`src/rtl/burst_pkg.sv`:
```
package burst_pkg;

  // Linear order: start offset plus beat, wrapping inside the 4-beat window
  function automatic logic [1:0] lin_off(input logic [1:0] start, input logic [1:0] beat);
    return start + beat;
  endfunction

  // Interleaved order: start offset toggled by the beat number
  function automatic logic [1:0] ilv_off(input logic [1:0] start, input logic [1:0] beat);
    return start ^ beat;
  endfunction

  function automatic logic [1:0] burst_off(input logic ilv, input logic [1:0] start,
                                           input logic [1:0] beat);
    return ilv ? ilv_off(start, beat) : lin_off(start, beat);
  endfunction

endpackage

```
`src/rtl/burst_load_ctl.sv`:
```
module burst_load_ctl (
  input  logic clk,
  input  logic rst_n,
  input  logic ads_proc_n,
  input  logic ads_ctrl_n,
  input  logic adv_n,
  input  logic en_n,
  input  logic en_hi,
  input  logic en2_n,
  output logic load_o,
  output logic step_o
);

  logic proc_ok;
  logic ctrl_ok;

  assign proc_ok = !ads_proc_n && !en_n;
  assign ctrl_ok = !ads_ctrl_n && !en_n && en_hi && !en2_n;
  assign load_o  = proc_ok || ctrl_ok;
  assign step_o  = !load_o && !adv_n;

  AST_NO_LOAD_WHEN_OFF: assert property (@(posedge clk) disable iff (!rst_n)
    en_n |-> !load_o);

  AST_LOAD_BEATS_STEP: assert property (@(posedge clk) disable iff (!rst_n)
    load_o |-> !step_o);

endmodule

```
`src/rtl/burst_counter.sv`:
```
module burst_counter (
  input  logic       clk,
  input  logic       rst_n,
  input  logic       load_i,
  input  logic       step_i,
  input  logic [1:0] seed_i,
  output logic [1:0] start_o,
  output logic [1:0] beat_o
);

  logic [1:0] start_q;
  logic [1:0] beat_q;

  always_ff @(posedge clk or negedge rst_n) begin
    if (!rst_n) begin
      start_q <= 2'd0;
      beat_q  <= 2'd0;
    end else if (load_i) begin
      start_q <= seed_i;
      beat_q  <= 2'd0;
    end else if (step_i) begin
      beat_q  <= beat_q + 2'd1;
    end
  end

  assign start_o = start_q;
  assign beat_o  = beat_q;

  AST_LOAD_CLEARS_BEAT: assert property (@(posedge clk) disable iff (!rst_n)
    load_i |=> (beat_o == 2'd0));

  AST_STEP_BY_ONE: assert property (@(posedge clk) disable iff (!rst_n)
    step_i |=> (beat_o == $past(beat_o) + 2'd1));

  AST_IDLE_HOLDS: assert property (@(posedge clk) disable iff (!rst_n)
    (!load_i && !step_i) |=> ($stable(beat_o) && $stable(start_o)));

  AST_START_KEPT: assert property (@(posedge clk) disable iff (!rst_n)
    !load_i |=> $stable(start_o));

endmodule

```
`src/rtl/burst_addr_seq.sv`:
```
module burst_addr_seq #(
  parameter int ADDR_W = 18
) (
  input  logic              clk,
  input  logic              rst_n,
  input  logic [ADDR_W-1:0] addr_i,
  input  logic              ads_proc_n,
  input  logic              ads_ctrl_n,
  input  logic              adv_n,
  input  logic              order_i,
  input  logic              en_n,
  input  logic              en_hi,
  input  logic              en2_n,
  output logic [ADDR_W-1:0] addr_o,
  output logic [1:0]        beat_o
);

  import burst_pkg::*;

  localparam int UP_W = ADDR_W - 2;

  logic            load;
  logic            step;
  logic [1:0]      start;
  logic [1:0]      beat;
  logic [UP_W-1:0] upper_q;

  burst_load_ctl u_ctl (
    .clk        (clk),
    .rst_n      (rst_n),
    .ads_proc_n (ads_proc_n),
    .ads_ctrl_n (ads_ctrl_n),
    .adv_n      (adv_n),
    .en_n       (en_n),
    .en_hi      (en_hi),
    .en2_n      (en2_n),
    .load_o     (load),
    .step_o     (step)
  );

  burst_counter u_cnt (
    .clk     (clk),
    .rst_n   (rst_n),
    .load_i  (load),
    .step_i  (step),
    .seed_i  (addr_i[1:0]),
    .start_o (start),
    .beat_o  (beat)
  );

  always_ff @(posedge clk or negedge rst_n) begin
    if (!rst_n)    upper_q <= '0;
    else if (load) upper_q <= addr_i[ADDR_W-1:2];
  end

  assign addr_o = {upper_q, burst_off(order_i, start, beat)};
  assign beat_o = beat;

  AST_UPPER_FROZEN: assert property (@(posedge clk) disable iff (!rst_n)
    !load |=> $stable(addr_o[ADDR_W-1:2]));

  AST_OFF_DISABLED_HOLDS_UPPER: assert property (@(posedge clk) disable iff (!rst_n)
    en_n |=> $stable(addr_o[ADDR_W-1:2]));

  AST_LOAD_TAKES_ADDR: assert property (@(posedge clk) disable iff (!rst_n)
    load |=> (addr_o == $past(addr_i)));

endmodule

```
`config.mk`:
```
export PLATFORM = sky130hd
export DESIGN_NAME = burst_addr_seq
export DESIGN_NICKNAME = d
export VERILOG_FILES = /design/src/rtl/burst_pkg.sv /design/src/rtl/burst_load_ctl.sv /design/src/rtl/burst_counter.sv /design/src/rtl/burst_addr_seq.sv
export SDC_FILE = /design/constraint.sdc
export NUM_CORES = 1
export LEC_CHECK = 0
export CAP_MARGIN = 30
export CORE_ASPECT_RATIO = 1.75
export CORE_MARGIN = 3
export CORE_UTILIZATION = 36
export CTS_BUF_LIST = sky130_fd_sc_hd__clkbuf_2 sky130_fd_sc_hd__clkbuf_4 sky130_fd_sc_hd__clkbuf_8
export DETAILED_ROUTE_END_ITERATION = 8
export PLACE_DENSITY_LB_ADDON = 0.12
export SETUP_SLACK_MARGIN = 0.02
export SKIP_CTS_REPAIR_TIMING = 1
export SKIP_LAST_GASP = 1
export SLEW_MARGIN = 10
export SYNTH_ARGS = -nofsm -noshare
export SYNTH_HDL_FRONTEND = slang
export SYNTH_HIERARCHICAL = 1
export SYNTH_SLANG_ARGS = --single-unit
```
`constraint.sdc`:
```
create_clock -name clk -period 0.92 [get_ports clk]
set_input_delay 0.184 -clock clk [delete_from_list [all_inputs] [get_ports clk]]
set_output_delay 0.184 -clock clk [all_outputs]
set_load 0.02 [all_outputs]
```
==> flow_results.org, run 1 <==
** Worst hold path
- Min-Delay Path Class :: in -> async

** GRT
- Antenna violations before repair :: 0
- GRT Resource Usage Total :: 13.45%
- The first global-routing pass estimated 3.111 mm of wire.
- The number of global-route vias before repair came to 688.
- Largest net degree at the start of global routing :: 21
- Global routing finished with a remaining overflow of 0.

** STA
- The worst pin sits at a relative slew slack of between 80% and 90%.
- The worst path in the final design needs a cycle of about 1400 ps, including I/O delays and setup.
- Across all setup checks in the final design, the least slack found is -506.2 ps.
- Setup repair after global routing could not meet its margin everywhere.
- Setup violations remaining at the end of the flow were counted as 39.
- Final worst path period share :: 155.0%
- On the final layout, the worst clock skew is a little under 2 ps.
- The max-slew violation count is 0.
- Timing would allow up to around 700 MHz.
- The number of hold violations in the final report is 0.
- Measured slew at the worst slew-check pin :: approximately 240 ps

** Yosys
- Proportion of netlist area held by the largest area contributor :: between 50% and 60%
- Counting every instance in the synthesized netlist gives 53.
- Sequential element share of the synthesized area :: a little under three fifths
- After synthesis, the cell types taking the most area are dfrtp_1 57%, mux2_4 17%, mux2_2 10%.
- The cell area that synthesis handed to floorplanning was slightly below 900 um^2.
- Average footprint of a synthesized cell :: roughly 16 um^2
- Counting flops and latches in the post-synthesis netlist gives 20.
- Net count of the mapped netlist :: just over 80
- Yosys printed 6 warnings.
- Synth cell types :: 15
- Largest area contributor in the synthesized netlist :: dfrtp_1

** Pwr
- Dividing total power by cell area gives a power density of between 1500 and 2000 nW/um^2.
- Leakage power figure :: between 0.7 and 0.8 nW
- Maximum VDD drop :: 1420 uV

** Cells and area
- At the end of the flow, the number of nets in the layout was 146.
- Compared with the post-synthesis result, the final layout area differs by 91.98%.
- Number of fill cells :: roughly 160
- Post-route core utilization :: 72.83%
- Of the cells placed in the final design, the portion with a size suffix greater than 1 is about three fifths.
- 0 antenna diodes ended up in the layout.

** Worst setup path
- Slowest stage delay, CP :: ~430 ps
- Required time reported for the critical path endpoint :: roughly 740 ps
- Top cell family by delay on the critical path :: flip-flops
- The worst register-to-register path begins at u_cnt/beat_o[0]$_DFFE_PN0P_.
- Number of cells on the critical path :: 4
- Arrival time at the worst endpoint :: 1240 ps
- Minimum setup slack among reg-to-reg paths :: -20 ps
- Walking the worst path, the cells encountered are ha_4, nor2b_4, xnor2_2, buf_4.
- The critical path ends at addr_o[1].
- The worst setup path is launched from a register.
- Measured in cells, the most critical reg-to-reg path has a length of 3.
- Critical R2R Capture :: u_cnt/beat_o[1]$_DFFE_PN0P_
- Critical path fanouts, max :: 2
- The setup path with the least slack is of type reg -> out.
- Together, buffers and inverters on the worst path number 1.
- CP endpoint kind :: output port
- Worst-path cell with the longest stage delay :: dfrtp_2
- The critical path starts at u_cnt/beat_o[0]$_DFFE_PN0P_.

** Clocking
- Clk buf depth :: 2
- Later-pin clock latency in the skew report :: approximately 260 ps
- Clock tree from TritonCTS :: built
- Count of H-tree levels built during CTS :: 1
- Clock net sink count :: 20
- Clock transition at the register clock pins on the worst setup and hold paths after CTS :: 70 ps
- The tree is rooted in a clkbuf_8.
- Buffers inserted during clock tree synthesis total 3.

** Run
- Max Cap Viol :: 0

** Floorplanning
- From bottom edge to top edge, the die measures approximately 71 um.
- Die width :: approximately 43 um
- The die covers just over 3000 um^2.
- The floorplan has 23 rows.
- Starting utilization of the core area :: between 30% and 40%
- I/O pin total :: 47
- Core footprint :: between 2000 and 2500 um^2

** Route
- After the first detailed-routing iteration, the DRC count stood at 2.
- The pre-antenna-repair detailed-routing pass consisted of 2 iterations.
- Final ANT Viol Nets :: 0
- After detailed routing, the average wire length per cell comes to 14.44 um.
- Detailed-route DRC error count :: 0
- Total Wirelength :: approximately 2.1 mm
- The routed layout has roughly 670 vias.
- Dividing the detail-routed via count by the number of cells gives ~4.7.

** Run status
- Run status :: finished, violations left
- Violations in the final reports :: negative setup slack

** Placement
- In this run the tool buffered the top-level ports with between 40 and 50 buffer cells.
- OpenSTA, run right after detailed placement, puts the worst setup slack at -841.3 ps.
- Final Wtd Congestion :: approximately 0.67
- Detailed placement finished with a half-perimeter wire length of approximately 1.5 mm.
-- metrics by stage --
stage                     cells  instance area (um^2)  hold slack (ps)  power [mW]  setup TNS [ps]
after global routing        142                  1677            261.9       3.471           -5571
after global placement      131                  1471            490.0       2.263          -20710
after detailed placement    131                  1471            492.6       2.287          -21190
final                       142                  1677            259.9       3.315           -4567
after CTS                   135                  1543            258.7       3.169          -21690
after floorplan              53                 905.9           -111.6       1.708           -6061
-- final cells by class --
cell class                 count  area [um^2]  area share, %
sequential                    20        501.7          29.93
tap                           25        31.28          1.866
clock buffer                   3        41.29          2.463
clock inverter                 1        30.03          1.791
multi-input combinational     31        435.4          25.97
timing repair buffer          62        636.9          37.99
-- Yosys cell counts (all sizes together) --
library cell and number:
nand3b 1, or2 1, nor4b 1, nor2 2
ha 1, a21oi 1, mux2 18, nor3 1
a21bo 1, nor2b 1, dfrtp 20, buf 2
xnor2 3
-- metal layers --
layer	vias up	track usage, %	wire length (um)
met2	33	21.09	1071
met3	4	2.036	172
li1	314	-	-
met4	0	9.060	57
met5	-	0	0
met1	320	16.56	749
-- sequential cells by signal, summed over array words and instances, names as in the netlist --
name,flops
u_cnt/beat_o,2
u_cnt/start_o,2
upper_q,16
-- worst min path at each step --
stage,start,endpoint,slack (ps),depth (start not counted)
after floorplan,rst_n,u_cnt/beat_o[0]$_DFFE_PN0P_,-110,0
after global placement,upper_q[13]$_DFFE_PN0P_,upper_q[13]$_DFFE_PN0P_,490,1
after detailed placement,upper_q[3]$_DFFE_PN0P_,upper_q[3]$_DFFE_PN0P_,490,1
after CTS,rst_n,upper_q[0]$_DFFE_PN0P_,260,2
after global routing,rst_n,upper_q[0]$_DFFE_PN0P_,260,2
final,rst_n,u_cnt/beat_o[1]$_DFFE_PN0P_,260,2
-- power breakdown --
group,internal (mW),switching (mW)
Combinational,0.804,0.499
Clock,0.581,0.284
Sequential,1.03,0.119
-- logic make-up (layout without fill, tap and decap cells) --
family / count (synthesis) / after routing / share of synthesized area [%]
AO/OA/AOI/OAI: 2 / 2 / 1.719
XOR/XNOR: 3 / 3 / 3.009
adder cells (fa/ha/maj): 1 / 1 / 1.432
buffers and inverters: 2 / 66 / 3.582
flip-flops: 20 / 20 / 57.31
multiplexers: 18 / 18 / 27.51
AND/OR/NAND/NOR: 7 / 7 / 5.445
-- placed cells by master, fill, tap and decap left out --
cell              n
clkdlybuf4s50_1  21
buf_6            21
dfrtp_1          19
mux2_4           18
buf_4            12
clkbuf_8          3
clkbuf_2          3
buf_12            3
xnor2_2           2
dlymetal6s2s_1    2
xnor2_1           1
nor2b_4           1
ha_4              1
bufinv_16         1
a21bo_1           1
nand3b_1          1
a21oi_2           1
nor2_1            1
dfrtp_2           1
nor4b_4           1
nor2_2            1
or2_4             1
nor3_4            1
(Power assumes the default switching activity.)
==> run 2: changes to the inputs <==
--- a/config.mk
+++ b/config.mk
@@ -10,6 +10,7 @@
 export CORE_MARGIN = 3
 export CORE_UTILIZATION = 36
 export CTS_BUF_LIST = sky130_fd_sc_hd__clkbuf_2 sky130_fd_sc_hd__clkbuf_4 sky130_fd_sc_hd__clkbuf_8
+export CTS_CLUSTER_SIZE = 10
 export DETAILED_ROUTE_END_ITERATION = 8
 export PLACE_DENSITY_LB_ADDON = 0.12
 export SETUP_SLACK_MARGIN = 0.02
==> results of run 2 <==
No change in the layout: final DEF, timing and power equal those of run 1.
